[src/rtl/far_space_seq.sv]
module far_space_seq #(
  parameter int          W        = 16,
  parameter logic [15:0] SRC_OP   = 16'h0780,
  parameter logic [15:0] DST_OP   = 16'h07C0,
  parameter int          PRIV_BIT = 8
) (
  input  logic         clk,
  input  logic         rst_n,
  input  logic         instr_valid,
  input  logic [W-1:0] instr_word,
  input  logic [W-1:0] status_word,
  input  logic         irq_entry,
  input  logic         bus_active,
  input  logic [1:0]   bus_cycle,
  input  logic         psel_in,
  output logic         psel_out,
  output logic         priv_err,
  output logic         irq_defer,
  output logic [W-1:0] seq_word
);
  localparam int PAD = W - 3;

  logic       hit_src_q, hit_dst_q, user_q;
  logic [2:0] st, nxt;
  logic       use_src, use_dst, upd;

  always_ff @(posedge clk) begin
    if (!rst_n) begin
      hit_src_q <= 1'b0;
      hit_dst_q <= 1'b0;
      user_q    <= 1'b0;
    end else begin
      hit_src_q <= instr_valid && (instr_word == SRC_OP);
      hit_dst_q <= instr_valid && (instr_word == DST_OP);
      user_q    <= status_word[PRIV_BIT];
    end
  end

  assign upd     = (hit_src_q || hit_dst_q) && !user_q;
  assign use_src = bus_active && (bus_cycle == 2'b01) && st[2];
  assign use_dst = bus_active && (bus_cycle == 2'b10) && st[0];
  assign psel_out = psel_in ^ (use_src || use_dst);
  assign seq_word = {st, {PAD{1'b0}}};

  always_comb begin
    nxt = st;
    if (use_src) nxt[2] = 1'b0;
    if (use_dst) nxt[0] = 1'b0;
    if (use_src || use_dst) nxt[1] = 1'b0;
    if (upd) begin
      nxt[1] = !st[2] && !st[0];
      if (hit_src_q) nxt[2] = 1'b1;
      if (hit_dst_q) nxt[0] = 1'b1;
    end
  end

  always_ff @(posedge clk) begin
    if (!rst_n) begin
      st        <= 3'b000;
      priv_err  <= 1'b0;
      irq_defer <= 1'b0;
    end else begin
      priv_err <= (hit_src_q || hit_dst_q) && user_q;
      if (irq_entry) begin
        st        <= 3'b000;
        irq_defer <= 1'b0;
      end else begin
        st <= nxt;
        if (upd) irq_defer <= 1'b1;
        else if (instr_valid) irq_defer <= 1'b0;
      end
    end
  end
endmodule

[config.mk]
export PLATFORM = sky130hd
export DESIGN_NAME = far_space_seq
export DESIGN_NICKNAME = d
export VERILOG_FILES = /design/src/rtl/far_space_seq.sv
export SDC_FILE = /design/constraint.sdc
export NUM_CORES = 1
export LEC_CHECK = 0
export CORE_ASPECT_RATIO = 0.75
export CORE_MARGIN = 2
export CORE_UTILIZATION = 23
export CTS_CLUSTER_DIAMETER = 120
export DETAILED_ROUTE_END_ITERATION = 10
export PLACE_DENSITY_LB_ADDON = 0.05
export SETUP_SLACK_MARGIN = 0.1
export SYNTH_ARGS = -nofsm -noshare
export SYNTH_HDL_FRONTEND = slang
export SYNTH_SLANG_ARGS = --single-unit
[constraint.sdc]
create_clock -name clk -period 1.1 [get_ports clk]
set_clock_uncertainty 0.2 [all_clocks]
set_input_delay 0.22 -clock clk [delete_from_list [all_inputs] [get_ports clk]]
set_output_delay 0.22 -clock clk [all_outputs]
set_load 0.02 [all_outputs]
---- Word-level counts from Yosys, hierarchy flattened ----
Index checks and enable logic that the tools add are counted.
storage, ports and cells
  flip-flop bits (word level) ............. 8
  input bits .............................. 40
  output and inout port bits .............. 19
cells by class
  equality and inequality tests ........... 4
  bitwise gates (word level) .............. 2
  mux-type cells .......................... 8
  reduce and logical (&&, ||, !) cells .... 17
operators by type and width
  operator                count
  $eq A16 B11 Y1 const B  2
  $logic_and A1 B1 Y1     9
  $mux W1                 7
  $reduce_bool A2 Y1      2
  $logic_not A1 Y1        3
  $mux W3                 1
  $eq A2 B1 Y1 const B    1
  $eq A2 B2 Y1 const B    1
  $logic_or A1 B1 Y1      2
  $reduce_or A2 Y1        1
  $not A1 Y1              1
  $xor A1 B1 Y1           1

---- Longest topological paths before layout ----
Gate-level depths: netlist (run 1).
  depth after elaboration ................. 6
  gate-level depth with buffers ........... 3
  gate-level depth less buffers ........... 3

---- Least setup slack after synthesis (run 1) ----
Ideal clock, no wire load.
  path kind ............................... register to output
  start ................................... register st[0]
  end ..................................... output port psel_out
  buffers on the path ..................... 0
  arrival time ............................ 1102 ps
  setup slack ............................. -422 ps
  cell stages (with the launch flop) ...... 4
  cell sequence ........................... dfxtp_1 -> and3b_1 -> o21ai_2 -> xnor2_1
between the ends
  longest elaborated chain between the ends .. 3
RTL lines
  element                 line  RTL
  start, declared         24    logic [2:0] st, nxt;
  start signal, assigned  68    st <= nxt;
  $logic_and A1 B1 Y1     41    assign use_dst = bus_active && (bus_cycle == 2'b10) && st[0];
  $logic_or A1 B1 Y1      42    assign psel_out = psel_in ^ (use_src || use_dst);
  $xor A1 B1 Y1           42
  end, declared           16    output logic psel_out,
No other way between the ends.

---- Final worst setup path (run 1) ----
  start ................................... register st[2]
  end ..................................... output port psel_out
between the ends
  longest elaborated chain between the ends .. 3
RTL lines
  element              line  RTL
  $logic_and A1 B1 Y1  40    assign use_src = bus_active && (bus_cycle == 2'b01) && st[2];
  $logic_or A1 B1 Y1   42
  $xor A1 B1 Y1        42
No other way between the ends.

==> metrics, run 1 <==
DP HPWL=893 um; Worst EP required=0.68 ns; placed cell count=113; Max Cap Viol=0; WHS=0.0516 ns; flop-to-flop setup slack=-0.14 ns; worst setup margin=-0.558 ns; antenna violations before repair=0; CTS sink cnt=8; VDD IR max=0.434 mV; crit path buf inv count=1; PwrDens=733 nW/um2; clk slew on worst S/H paths=0.06 ns; setup TNS=-1.05 ns; Longest Clk Path Bufs=2; chip width=56.4 um; Hold EP=irq_defer; vias in the first global route=473; drt wl/cell=9.82 um; vias after detailed routing=473; core area=1980 um2; layout cells sized above 1=0.522; drt via density=4.08; row count=14; Avg Inst Size Synth=9.30 um2; Hold Path Origin=instr_valid; Num CTS Buffers=3; n_diodes=0; Yosys top cell by area=dfxtp_1; CP max stage cell=dfxtp_4; Final Hold Viols=0; WP data arrival=1.24 ns; Seq/Total Area, Yosys=0.338; CTS tree=done; Fmax=0.603 GHz; IO Pins=59; gpl congestion=0.666; GRT Util Overall=0.108; Initial Utilization=0.240; Unique masters post-synth=22; Cell Chain, Critical Path=and3b_1 -> o21ai_2 -> xnor2_2 -> buf_4; EDFF count, synth=0; post-synth top area share=0.338; CTS Root Cell=clkbuf_4; status=finished, violations left; Mapped Area=474 um2; Die Area=2440 um2; cell family with most CP delay=flip-flops; first-pass GRT wire length=1.97 mm; r2r endpoint=st[1]; Reg-to-Reg Start=st[2]; post-route ant nets=0; crit path kind=reg2out; PnR Total Power=0.676 mW; Synth Register Bits=8; R2R cell count=4; final setup violation count=6; Final Non-Filler Cells=116; # H-tree levels=1; Post-synth top flop=dfxtp_1; startpoint types=flip-flop; Final #Nets=134; failing checks=negative setup slack; final wirelength=1.14 mm; Layout area overhead=94.5%; worst skew pair latency=0.26 ns; hold path depth=3; fin. max-slew vios=0; largest stage delay on the critical path=0.34 ns; largest net degree at the start of global routing=5; static leakage=0.448 nW; Placement Setup Slack=-1.20 ns; Worst setup EP type=output port; period utilisation layout=1.51; Crit Path Max Fanout=2; RSZ-0062 raised after global routing=true; router iterations before antenna repair=4; grt total ovfl=0; Post-route DRC=0; Hold Crit Class=in2reg; Gate Count Post-Synth=51; Synth area leaders=dfxtp_1 (34%), buf_4 (21%), nor2b_1 (4.0%), and3b_1 (3.7%), nand4b_1 (3.7%); Async SR Flop Fraction=0; Synth Warn #=0; Iter 0 DRT Violations=9; min cycle time layout=1.66 ns; Chip Height=43.3 um; Port Buffers=30
-- power breakdown --
group	switching, mW	total (mW)	internal [mW]
clock network	0.100	0.225	0.125
registers	0.000840	0.286	0.285
logic	0.0808	0.165	0.0842
total	0.182	0.676	0.494
-- through the flow --
stage                      util  area, um2
final                     0.466        922
after global routing      0.466        922
after CTS                 0.448        887
after detailed placement  0.422        835
after global placement    0.422        835
after floorplan               -        534
-- registers in the layout, summed over array words and instances (netlist names) --
register / flops
hit_src_q: 1
st: 3
priv_err: 1
irq_defer: 1
hit_dst_q: 1
user_q: 1
-- worst max path at each step --
stage | start | end | slack (ns) | cells after the start
floorplan | st[2] | psel_out | -0.22 | 3
global placement | bus_cycle[1] | psel_out | -1.18 | 5
detailed placement | bus_cycle[1] | psel_out | -1.20 | 5
CTS | st[0] | psel_out | -0.58 | 4
global route | st[2] | psel_out | -0.62 | 4
finish | st[2] | psel_out | -0.56 | 4
-- per-layer routing --
layer	routed length, um	global-route usage	part of all wire	up-vias
met3	139	0.0579	0.12	2
met4	19	0.0429	0.017	0
li1	-	-	-	239
met1	530	0.138	0.47	199
met2	449	0.151	0.39	33
met5	0	0	0	-
-- final cells by class --
class,instances,area [um2]
Fill cell,196,1060
Timing Repair Buffer,39,352
Multi-Input combinational cell,41,337
Sequential cell,8,178
Tap cell,24,30.0
Clock buffer,3,22.5
Inverter,1,3.75
-- worst register-to-register path: cells and delay by family (launching register included) --
| kind | cells | cell delay [ns] |
|---|---|---|
| buf+inv | 1 | 0.15 |
| simple gates | 1 | 0.16 |
| flops | 1 | 0.34 |
| compound gates | 2 | 0.33 |
-- synthesized netlist by cell type (2+ instances only) --
cell and number:
buf_4 13, nor2_1 2, nand3b_1 2, a21oi_1 3, nor2b_1 3, nand2b_1 2, dfxtp_1 8, nor3_1 2
and3b_1 2, nand4b_1 2
-- cell usage in the layout, fill, tap and decap left out, types with 2 or more instances in the layout --
| cell type | instances |
|---|---|
| dlygate4sd2_1 | 8 |
| clkdlybuf4s50_1 | 3 |
| clkbuf_4 | 3 |
| a21oi_2 | 2 |
| dfxtp_2 | 5 |
| conb_1 | 13 |
| buf_4 | 7 |
| nor2b_1 | 2 |
| dfxtp_4 | 3 |
| buf_2 | 3 |
| clkbuf_2 | 3 |
| nand4b_1 | 2 |
| and3b_1 | 2 |
| nor2_1 | 2 |
| buf_6 | 13 |
| nand3b_1 | 2 |
-- kinds of logic (layout without fill, tap and decap cells) --
logic type	Yosys count	count (layout)	share of synthesized area
compound gates	7	7	0.108
xor+xnor	1	1	0.0185
buf+inv	14	43	0.214
flops	8	8	0.338
other cells	1	13	0.00791
simple gates	20	20	0.314
-- repair_timing --
item / CTS / global route
endpoints found under the setup margin: 12 / 12
setup buffers: 0 / 1
gates resized for setup: 92 / 20
hold buffers: 0 / 0
pin swaps: 11 / 10
gates cloned: 0 / 0
No activity file was read; power rests on OpenSTA's default activity.
==> run 2, diff against run 1 <==
--- a/config.mk
+++ b/config.mk
@@ -6,7 +6,7 @@
 export NUM_CORES = 1
 export LEC_CHECK = 0
 export CORE_ASPECT_RATIO = 0.75
-export CORE_MARGIN = 2
+export CORE_MARGIN = 5
 export CORE_UTILIZATION = 23
 export CTS_CLUSTER_DIAMETER = 120
 export DETAILED_ROUTE_END_ITERATION = 10
==> run 2 against run 1 <==
  * The run still ends with negative setup slack left
  * Routed wire length grew 21%
  * Register-to-register slack barely moved
  * Global-route usage decreased by 1.6 points
  * Sequential power is essentially flat
  * Largest cell class unchanged
  * Critical endpoint unchanged
  * Non-clock buffer count grew 1
  * Critical path depth unchanged
  * Utilization up 0.44 points
  * Clock power increased by 10%
  * Sequential cell count did not move
  * Fmax down 1.3%
  * Die area grew 26%
==> metrics, run 2 (same netlist as run 1, synthesis figures left out) <==
hold path depth=3; CTS sink cnt=8; Chip Height=49.3 um; drt wl/cell=11.7 um; row count=14; final wirelength=1.38 mm; commonest non-fill, non-tap cell in the layout=conb_1; VDD IR max=0.535 mV; Iter 0 DRT Violations=5; core area=1980 um2; CTS tree=done; Port Buffers=30; chip width=62.4 um; static leakage=0.450 nW; setup TNS=-1.16 ns; GRT Util Overall=0.0918; r2r endpoint=st[1]; Final Hold Viols=0; R2R cell count=4; RSZ-0062 raised after global routing=true; Reg-to-Reg Start=st[2]; most frequent cells in the layout=conb_1 (13), buf_6 (11), buf_4 (9); PwrDens=761 nW/um2; min cycle time layout=1.68 ns; n_diodes=0; crit path kind=reg2out; startpoint types=flip-flop; fin. max-slew vios=0; drt via density=4.15; CP max stage cell=dfxtp_4; Worst EP required=0.68 ns; worst skew pair latency=0.26 ns; Die Area=3080 um2; Final #Nets=135; Crit Path Max Fanout=2; Num CTS Buffers=3; Cell Chain, Critical Path=and3b_1 -> o21ai_2 -> xnor2_2 -> buf_4; number of flip-flops in the largest register=3; Max Cap Viol=0; layout cells sized above 1=0.521; status=finished, violations left; design area=931 um2; Worst setup EP type=output port; antenna violations before repair=0; Hold Crit Class=in2reg; grt total ovfl=0; Largest Register=st; Longest Clk Path Bufs=2; vias in the first global route=502; gpl congestion=0.656; vias after detailed routing=490; clk slew on worst S/H paths=0.06 ns; router iterations before antenna repair=4; CTS Root Cell=clkbuf_4; DP HPWL=1.11 mm; WP data arrival=1.26 ns; Hold Path Origin=instr_valid; largest net degree at the start of global routing=6; first-pass GRT wire length=2.22 mm; flop-to-flop setup slack=-0.15 ns; Initial Utilization=0.240; worst setup margin=-0.579 ns; Fmax=0.595 GHz; period utilisation layout=1.53; Post-route DRC=0; Hold EP=irq_defer; failing checks=negative setup slack; Hold-fix buffers, CTS=0; IO Pins=59; final setup violation count=7; Cell Area, Placed=842 um2; Layout area overhead=96.3%; # H-tree levels=1; post-route ant nets=0; fill count=208; largest stage delay on the critical path=0.34 ns
run 2: cell count changes in the layout (fill, tap and decap cells not counted), sizes merged:
cell | previous run | this run
buf | 23 | 25
clkbuf | 6 | 5
clkdlybuf4s15 | 1 | 2
run 2: final cells by class:
class	count	area, um2	area share
sequential	8	174	0.187
clock buffer	4	26.3	0.0282
inverter	1	3.75	0.00403
timing repair buffer	40	354	0.380
multi-input combinational	41	343	0.368
tap	24	30.0	0.0323
run 2: critical path, delay by kind of cell (launching register included):
kind / cells / cell delay, ns
compound gates: 1 / 0.21
xor+xnor: 1 / 0.14
buf+inv: 1 / 0.15
flops: 1 / 0.34
simple gates: 1 / 0.16
run 2: through the flow:
stage | total power, mW | std cells | setup WS [ns] | utilization | hold slack [ns]
6_report | 0.709 | 118 | -0.579 | 0.470 | 0.0363
5_1_grt | 0.754 | 118 | -0.651 | 0.470 | 0.0380
4_1_cts | 0.708 | 118 | -0.590 | 0.445 | 0.0830
3_5_place_dp | 0.467 | 114 | -1.18 | 0.425 | 0.268
3_3_place_gp | 0.466 | 114 | -1.16 | 0.425 | 0.270
2_1_floorplan | 0.390 | 63 | -0.219 | - | 0.0993
run 2: what timing repair did:
action / 4_1_cts / 5_1_grt
resized for setup: 94 / 21
setup buffers: 1 / 2
pin swaps: 11 / 11
endpoints found under the setup margin: 12 / 11
run 2: layer usage:
| layer | vias up | part of all wire | global-route usage |
|---|---|---|---|
| li1 | 242 | - | - |
| met2 | 27 | 0.45 | 0.133 |
| met5 | - | 0 | 0 |
| met3 | 0 | 0.11 | 0.0668 |
| met4 | 0 | 0 | 0.0106 |
| met1 | 221 | 0.44 | 0.113 |
run 2: power by group:
group | internal (mW) | switching (mW)
registers | 0.287 | 0.000798
logic | 0.0879 | 0.0849
clock network | 0.139 | 0.109
run 2: worst max-delay path by stage:
| stage | from | slack, ns | depth (start not counted) | end |
|---|---|---|---|---|
| 3_3_place_gp | bus_cycle[1] | -1.16 | 5 | psel_out |
| 2_1_floorplan | st[2] | -0.22 | 3 | psel_out |
| 3_5_place_dp | bus_cycle[1] | -1.18 | 5 | psel_out |
| 4_1_cts | st[0] | -0.59 | 4 | psel_out |
| 5_1_grt | st[2] | -0.65 | 4 | psel_out |
| 6_report | st[2] | -0.58 | 4 | psel_out |
